### config.mk
export PLATFORM = sky130hd
export DESIGN_NAME = mgmt_ctl
export DESIGN_NICKNAME = d
export VERILOG_FILES = /design/src/rtl/mgmt_pkg.sv /design/src/rtl/mgmt_clkdiv.sv /design/src/rtl/mgmt_frame.sv /design/src/rtl/mgmt_ctl.sv
export SDC_FILE = /design/constraint.sdc
export NUM_CORES = 1
export LEC_CHECK = 0
export CAP_MARGIN = 10
export CORE_UTILIZATION = 55
export CTS_CLUSTER_DIAMETER = 100
export DETAILED_ROUTE_END_ITERATION = 6
export GPL_TIMING_DRIVEN = 0
export HOLD_SLACK_MARGIN = 0.12
export PLACE_DENSITY = 0.78
export SYNTH_ARGS = -nofsm -noshare
export SYNTH_HDL_FRONTEND = slang
export SYNTH_HIERARCHICAL = 1
export SYNTH_SLANG_ARGS = --single-unit
### constraint.sdc
create_clock -name clk -period 4.98 [get_ports clk]
set_input_delay 0.996 -clock clk [delete_from_list [all_inputs] [get_ports clk]]
set_output_delay 0.996 -clock clk [all_outputs]
set_load 0.02 [all_outputs]
### src/rtl/mgmt_pkg.sv
package mgmt_pkg;
   localparam int ADDR_W = 5;
   localparam int DATA_W = 16;
   localparam int WORD_W = 32;

   localparam logic [1:0] OP_WR = 2'b01;
   localparam logic [1:0] OP_RD = 2'b10;

   // Field placement of the command word, bit 29 down to bit 0.
   typedef struct packed {
      logic              irq_en;
      logic              ready;
      logic [1:0]        op;
      logic [ADDR_W-1:0] phy;
      logic [ADDR_W-1:0] regn;
      logic [DATA_W-1:0] data;
   } ctl_t;

   localparam int CTL_W = $bits(ctl_t);
endpackage

### src/rtl/mgmt_clkdiv.sv
module mgmt_clkdiv #(
   parameter int HALF = 10
) (
   input  logic clk,
   input  logic rst_n,
   input  logic run,
   output logic mdc,
   output logic rise,
   output logic fall
);
   logic tick;

   generate
      if (HALF == 1) begin : g_nodiv
         assign tick = run;
      end else begin : g_div
         localparam int CW = $clog2(HALF);
         logic [CW-1:0] cnt;
         always_ff @(posedge clk or negedge rst_n) begin
            if (!rst_n)           cnt <= '0;
            else if (!run)        cnt <= '0;
            else if (tick)        cnt <= '0;
            else                  cnt <= cnt + 1'b1;
         end
         assign tick = run && (cnt == CW'(HALF - 1));
      end
   endgenerate

   always_ff @(posedge clk or negedge rst_n) begin
      if (!rst_n)     mdc <= 1'b0;
      else if (!run)  mdc <= 1'b0;
      else if (tick)  mdc <= ~mdc;
   end

   assign rise = tick && !mdc;
   assign fall = tick && mdc;
endmodule

### src/rtl/mgmt_frame.sv
module mgmt_frame
   import mgmt_pkg::*;
#(
   parameter int PRE_LEN = 32
) (
   input  logic              clk,
   input  logic              rst_n,
   input  logic              start,
   input  logic [1:0]        op,
   input  logic [ADDR_W-1:0] phy,
   input  logic [ADDR_W-1:0] regn,
   input  logic [DATA_W-1:0] wdata,
   input  logic              rise,
   input  logic              fall,
   input  logic              mdio_i,
   output logic              busy,
   output logic              done,
   output logic [DATA_W-1:0] rx_data,
   output logic              mdio_o,
   output logic              mdio_oe
);
   localparam int FRAME_LEN = PRE_LEN + 4 + 2 * ADDR_W + 2 + DATA_W;
   localparam int TA_POS    = PRE_LEN + 4 + 2 * ADDR_W;
   localparam int DATA_POS  = TA_POS + 2;
   localparam int KW        = $clog2(FRAME_LEN);

   logic [FRAME_LEN-1:0] shreg;
   logic [KW-1:0]        bit_k;
   logic                 rd_mode;
   logic                 in_release;

   assign in_release = rd_mode && (bit_k >= KW'(TA_POS));

   always_ff @(posedge clk or negedge rst_n) begin
      if (!rst_n) begin
         shreg   <= '0;
         bit_k   <= '0;
         rd_mode <= 1'b0;
         busy    <= 1'b0;
         done    <= 1'b0;
         rx_data <= '0;
      end else begin
         done <= 1'b0;
         if (start) begin
            shreg   <= {{PRE_LEN{1'b1}}, 2'b01, op, phy, regn, 2'b10, wdata};
            bit_k   <= '0;
            rd_mode <= (op == OP_RD);
            busy    <= 1'b1;
         end else if (busy) begin
            if (rise && rd_mode && (bit_k >= KW'(DATA_POS)))
               rx_data <= {rx_data[DATA_W-2:0], mdio_i};
            if (fall) begin
               if (bit_k == KW'(FRAME_LEN - 1)) begin
                  busy <= 1'b0;
                  done <= 1'b1;
               end else begin
                  bit_k <= bit_k + 1'b1;
                  shreg <= {shreg[FRAME_LEN-2:0], 1'b0};
               end
            end
         end
      end
   end

   assign mdio_o  = busy ? shreg[FRAME_LEN-1] : 1'b1;
   assign mdio_oe = busy && !in_release;

   // completion only follows an active frame
   p_done_after_busy_r4: assert property (@(posedge clk) disable iff (!rst_n)
      done |-> $past(busy));
endmodule

### src/rtl/mgmt_ctl.sv
module mgmt_ctl
   import mgmt_pkg::*;
#(
   parameter int SYS_CLK_HZ = 50_000_000,
   parameter int MDC_MAX_HZ = 2_500_000,
   parameter int MDC_HALF   = 10,
   parameter int PRE_LEN    = 32
) (
   input  logic        clk,
   input  logic        rst_n,
   input  logic        host_wr,
   input  logic        host_rd,
   input  logic [31:0] host_wdata,
   output logic [31:0] host_rdata,
   output logic        mdc,
   output logic        mdio_o,
   output logic        mdio_oe,
   input  logic        mdio_i,
   output logic        done_irq
);
   generate
      if (MDC_HALF < 1) begin : g_bad_half
         $error("MDC_HALF must be at least 1");
      end
      if (longint'(SYS_CLK_HZ) > longint'(MDC_MAX_HZ) * 2 * MDC_HALF) begin : g_bad_rate
         $error("MDC_HALF too small for the MDC rate ceiling");
      end
      if (CTL_W + 2 != WORD_W) begin : g_bad_word
         $error("command word layout does not fill 32 bits");
      end
   endgenerate

   ctl_t              ctl_q;
   ctl_t              wr_word;
   logic              busy, seq_done, op_ok, accept;
   logic              rise, fall;
   logic [DATA_W-1:0] rx_data;
   logic [31:0]       rdata_q;
   logic              irq_q;

   assign wr_word = ctl_t'(host_wdata[CTL_W-1:0]);
   assign op_ok   = (wr_word.op == OP_WR) || (wr_word.op == OP_RD);
   assign accept  = host_wr && !busy && !seq_done && op_ok;

   mgmt_clkdiv #(.HALF(MDC_HALF)) u_div (
      .clk  (clk),
      .rst_n(rst_n),
      .run  (busy),
      .mdc  (mdc),
      .rise (rise),
      .fall (fall)
   );

   mgmt_frame #(.PRE_LEN(PRE_LEN)) u_seq (
      .clk    (clk),
      .rst_n  (rst_n),
      .start  (accept),
      .op     (wr_word.op),
      .phy    (wr_word.phy),
      .regn   (wr_word.regn),
      .wdata  (wr_word.data),
      .rise   (rise),
      .fall   (fall),
      .mdio_i (mdio_i),
      .busy   (busy),
      .done   (seq_done),
      .rx_data(rx_data),
      .mdio_o (mdio_o),
      .mdio_oe(mdio_oe)
   );

   always_ff @(posedge clk or negedge rst_n) begin
      if (!rst_n) begin
         ctl_q <= '0;
         irq_q <= 1'b0;
      end else begin
         irq_q <= seq_done && ctl_q.irq_en;
         if (accept) begin
            ctl_q       <= wr_word;
            ctl_q.ready <= 1'b0;
         end else if (seq_done) begin
            ctl_q.ready <= 1'b1;
            if (ctl_q.op == OP_RD) ctl_q.data <= rx_data;
         end
      end
   end

   always_ff @(posedge clk or negedge rst_n) begin
      if (!rst_n)       rdata_q <= '0;
      else if (host_rd) rdata_q <= {2'b00, ctl_q};
   end

   assign host_rdata = rdata_q;
   assign done_irq   = irq_q;

   // checker counter: length of the current MDC high phase
   logic [15:0] hi_cnt;
   always_ff @(posedge clk or negedge rst_n) begin
      if (!rst_n)   hi_cnt <= '0;
      else if (mdc) hi_cnt <= hi_cnt + 1'b1;
      else          hi_cnt <= '0;
   end

   p_mdc_half_r9: assert property (@(posedge clk) disable iff (!rst_n)
      $fell(mdc) |-> (hi_cnt == 16'(MDC_HALF)));

   p_mdio_stable_r9: assert property (@(posedge clk) disable iff (!rst_n)
      (mdc && $past(mdc)) |-> $stable(mdio_o));

   p_idle_low_r9: assert property (@(posedge clk) disable iff (!rst_n)
      (!busy && !seq_done) |-> !mdc);

   p_irq_pulse_r5: assert property (@(posedge clk) disable iff (!rst_n)
      done_irq |=> !done_irq);

   p_irq_ready_r5: assert property (@(posedge clk) disable iff (!rst_n)
      done_irq |-> (ctl_q.ready && ctl_q.irq_en));

   p_busy_ignore_r7: assert property (@(posedge clk) disable iff (!rst_n)
      (busy && host_wr) |=> $stable({ctl_q.irq_en, ctl_q.op, ctl_q.phy, ctl_q.regn, ctl_q.data}));
endmodule

# [After elaboration in Yosys (flattened, before gate mapping)]
# Index checks and enable logic that the tools add are counted.
[classes] addsub=2 order_cmp=2 eq_ne=7 mux=26 bitwise=2 reduce_logical=23
[ops] op="$mux 64" count=4
[ops] op="$mux 16" count=3
[ops] op="$mux 6" count=4
[ops] op="$mux 1" count=13
[ops] op="$ge 6x6->1 const B" count=2
[ops] op="$logic_and 1x1->1" count=11
[ops] op="$mux 4" count=2
[ops] op="$reduce_bool 2->1" count=4
[ops] op="$add 6x1->6 const B" count=1
[ops] op="$eq 6x6->1 const B" count=1
[ops] op="$reduce_and 3->1" count=2
[ops] op="$add 4x1->4 const B" count=1
[ops] op="$eq 2x2->1 const B" count=2
[ops] op="$eq 4x4->1 const B" count=1
[ops] op="$logic_not 1->1" count=4
[ops] op="$ne 2x2->1 const B" count=2
[ops] op="$eq 2x1->1 const B" count=1
[ops] op="$not 1->1" count=2
[ops] op="$reduce_and 2->1" count=1
[ops] op="$logic_or 1x1->1" count=1
[totals] register_bits=155 inputBits=37 out_inout_bits=36 word_cells=78

# [Depth between registers and ports, before layout]
[depth] word_depth=6 depth_mapped=10 depth_no_buf=8

# [Cells and area by module]
# The synthesis kept the hierarchy.
[by_module_without_submodules] mod="mgmt_frame" instances=1 cells_each=404 area_per_inst_um2=4324.1 seq_area_each_um2=2227.1
[by_module_without_submodules] mod="mgmt_ctl" instances=1 cells_each=158 area_per_inst_um2=2595.0 seq_area_each_um2=1526.5
[by_module_without_submodules] mod="mgmt_clkdiv" instances=1 cells_each=24 area_per_inst_um2=256.5 seq_area_each_um2=125.1

# [Worst setup path before layout]
# Ideal clock, no wire load.
[synth_timing] path_kind="input port to flip-flop" from="in host_wr" to="reg u_seq.rx_data[10]" setup_ns=0.125 arrival_time_ns=2.581 t_required_ns=4.855 slack_ns=2.274 cell_stages=9 path_buffers=4 path_cell_list="nor3b_2 -> nand2_1 -> buf_4 -> buf_6 -> inv_1 -> buf_2 -> nor3_4 -> buf_6 -> mux2_2"
[synth_between] elab_chain_cells=5
[synth_rtl] item="from (decl)" line="mgmt_ctl.sv:11" text="input logic host_wr,"
[synth_rtl] item="$logic_and 1x1->1 (3 in series)" line="mgmt_ctl.sv:43" text="assign accept = host_wr && !busy && !seq_done && op_ok;"
[synth_rtl] item="named net accept" line="mgmt_ctl.sv:35" text="logic busy, seq_done, op_ok, accept;"
[synth_rtl] item="$not 1->1 (no line)"
[synth_rtl] item="$reduce_and 3->1 (no line)"
[synth_rtl] item="to (signal assigned)" line="mgmt_frame.sv:51" text="rx_data <= {rx_data[DATA_W-2:0], mdio_i};"
[synth_rtl] item="to (decl)" line="mgmt_frame.sv:18" text="output logic [DATA_W-1:0] rx_data,"
# The timed path passes the listed nets, and every way through them passes these cells.
# A chain may end at the register's enable or synchronous reset.

# [Worst setup path after layout]
[layout_timing] from="reg u_seq.bit_k[2]" to="out mdio_oe"
[layout_between] elab_chain_cells=4
[layout_rtl] item="from (decl)" line="mgmt_frame.sv:28" text="logic [KW-1:0] bit_k;"
[layout_rtl] item="from (signal assigned)" line="mgmt_frame.sv:57" text="bit_k <= bit_k + 1'b1;"
[layout_rtl] item="$ge 6x6->1" line="mgmt_frame.sv:32" text="assign in_release = rd_mode && (bit_k >= KW'(TA_POS));"
[layout_rtl] item="$logic_and 1x1->1" line="mgmt_frame.sv:32"
[layout_rtl] item="$logic_not 1->1" line="mgmt_frame.sv:66" text="assign mdio_oe = busy && !in_release;"
[layout_rtl] item="$logic_and 1x1->1" line="mgmt_frame.sv:66"
[layout_rtl] item="to (decl)" line="mgmt_ctl.sv:17" text="output logic mdio_oe,"
# Every way passes these cells.

==> impl_results.md <==
- Clock Latency Late Sink: 0.43 ns
- Worst r2r path cells: 10
- Peak VDD IR: 0.0002028 V
- Ant. Diodes: 0
- CTS Hold Bufs: 0
- Vias after detailed routing: 5033
- Relative slew slack: 0.5307
- Slew Limit Fails: 0
- Vias in the first global route: 5259
- Die ar.: 13510 um^2
- DRC viols: 0
- Actual slew at the worst max-slew pin: 0.7040 ns
- Final Cycle Share: 0.6707
- Hold depth: 1
- R2r endpoint: u_seq/bit_k[3]
- Die height: 116.2 um
- CTS tree: built
- Antenna-violating nets left: 0
- Wire per inst: 18.31 um
- Starting Density: 0.5663
- FMAX: 299.4 MHz
- Die W: 116.2 um
- Non-filler cells, final: 857
- First-pass GRT wire length: 26010 um
- Total track usage: 0.2556
- Total CTS buffers: 17
- MaxCap Viol Count: 0
- RSZ-0062 raised after global routing: no
- Lkg Pwr: 3.570 nW
- Worst path arrival time: 2.34 ns
- Crit end category: output port
- Syn avg cell area: 12.25 um^2
- Worst hold endpoint: ctl_q[28]
- HP Start: ctl_q[28]
- Ys flop type: dfrtp_1
- Critical setup path kind: reg -> out
- Post-Route WL: 15690 um
- Initial antenna violation count: 0
- Synth warn: 6
- Mapped Area: 7176 um^2
- First-pass detailed-route iteration total: 5
- Worst path required time: 3.98 ns
- Synth unique cells: 52
- FF-to-FF setup slack: 2.20 ns
- Critical R2R Launch: u_seq/busy
- Post-CTS Resized: 0
- Layout cells sized above 1: 0.2190
- CTS H-tree lvls: 4
- Post-synth ARST share: 1.000
- CTS sink count: 155
- CP startpoint kind: flip-flop
- Run status: completed
- Routability Congestion: 0.9013
- Max Buffers Root-to-Sink: 2
- Dpl cells: 826
- Hold Path Class: reg -> reg
- Clock Skew: 0.007946 ns
- Clock-pin slew on the worst setup and hold paths: 0.06 ns
- Area grow syn2layout: 20.70%
- PwrDens: 521.6 nW/um^2
- Synth Register Bits: 155
- Final min period: 3.340 ns
- Drt via density: 5.873
- Port-buffer cells: 66
- Max Fanout on Critical Path: 10
- EDFF count, synth: 0
- Fin nets: 714
- Final Hold Violating Endpoints: 0
- Root Buffer: clkbuf_16
- Grt total ovfl: 0
- Hpwl dp: 10660 um
- Layout Utilization: 0.6835
- Post-CTS Setup Bufs: 0
- Register area share after synthesis: 0.5405
- Syn Inst Count: 586
- IO Count: 73
- Core Footprint: 12670 um^2
- Core Rows: 41
- Final setup violation count: 0
- Largest net degree at the start of global routing: 103
- Initial detailed-routing violation count: 387
[sequential cells by signal, summed over array words and instances (netlist names)]
register and flops:
u_seq/shreg 64, ctl_q 30, host_rdata 30, u_seq/rx_data 16, u_seq/bit_k 6, u_div/g_div.cnt 4
done_irq 1, u_div/mdc 1, u_seq/busy 1, u_seq/done 1, u_seq/rd_mode 1
[metal layers]
layer,global-route usage,part of all wire,up-vias
li1,-,-,2321
met1,0.3118,0.42,2521
met2,0.4320,0.50,156
met3,0.05138,0.050,35
met4,0.1299,0.030,0
met5,0,0,-
[area by class of cell]
class,instances,area [um^2]
fillers,940,4010
repair buffers,67,689.4
well taps,172,215.2
plain buffers,50,254.0
inverters,7,26.28
flip-flops and latches,155,3879
clock inverters,11,120.1
multi-input cells,375,3020
clock buffers,20,456.7
[critical path, cell delays in order, from the launching register on]
cell,delay [ns]
dfrtp_1,0.40
nand2_1,0.08
clkbuf_1,0.41
o21bai_1,0.14
a31oi_1,0.24
clkdlybuf4s50_1,0.64
[worst max-delay path by stage]
stage | endpoint | slack [ns] | startpoint | cells after the start
2_1_floorplan | u_seq/rx_data[10] | 2.27 | host_wr | 9
3_3_place_gp | u_seq/shreg[38] | -3.04 | rst_n | 1
3_5_place_dp | u_seq/rx_data[10] | 1.26 | host_wdata[26] | 10
4_1_cts | mdio_oe | 1.65 | u_seq/bit_k[2] | 5
5_1_grt | u_seq/bit_k[3] | 1.52 | host_wdata[26] | 11
6_report | mdio_oe | 1.64 | u_seq/bit_k[2] | 5
[synthesized netlist by cell type, types with 6 or more instances]
master	number	area, um^2
nor2_1	44	165.2
buf_4	6	45.04
mux2i_1	37	370.4
clkbuf_1	28	105.1
mux2_2	69	777.0
nand3_1	30	150.1
inv_1	6	22.52
o2111ai_1	25	219.0
buf_2	11	55.05
nand2_1	36	135.1
o211ai_1	26	195.2
mux2_4	20	300.3
a2bb2oi_1	25	219.0
dfrtp_1	155	3879
[report_power, final]
group / switching (mW) / leakage (nW) / internal (mW)
Clock: 0.505 / 0.278 / 0.759
Sequential: 0.277 / 1.84 / 1.70
Combinational: 0.582 / 1.45 / 0.692
[placed cells by master, fill, tap and decap left out, drive strengths merged, types with 3 or more instances in the layout]
master,n
a21oi,4
a2bb2oi,25
a31oi,4
and2,4
and3,4
buf,24
clkbuf,48
clkdlybuf4s50,65
clkinv,6
clkinvlp,3
dfrtp,155
ha,4
inv,7
mux2,90
mux2i,37
nand2,37
nand2b,3
nand3,30
nor2,44
nor2b,3
nor3,3
nor3b,3
o2111ai,25
o211ai,26
o21ai,3
o21bai,3
[per-stage QoR]
step	hold slack (ns)	setup slack [ns]	TNS, ns	total power [mW]	cell area (um^2)
floorplan	0.4441	2.274	0	2.756	7179
global placement	0.4648	-3.044	-470.62	3.175	8055
detailed placement	0.4735	1.260	0	3.266	8084
CTS	0.4917	1.645	0	4.553	8661
global route	0.5156	1.521	0	4.762	8661
finish	0.4891	1.640	0	4.517	8661
[cell families after synthesis]
logic type | synth area share
other | 0.0005226
buffers and inverters | 0.03906
multiplexers | 0.2033
AO/OA/AOI/OAI | 0.1177
AND/OR/NAND/NOR | 0.09067
adder cells (fa/ha/maj) | 0.006975
flip-flops | 0.5405
XOR/XNOR | 0.001221
Note: power is estimated with default switching activity, not from simulation.
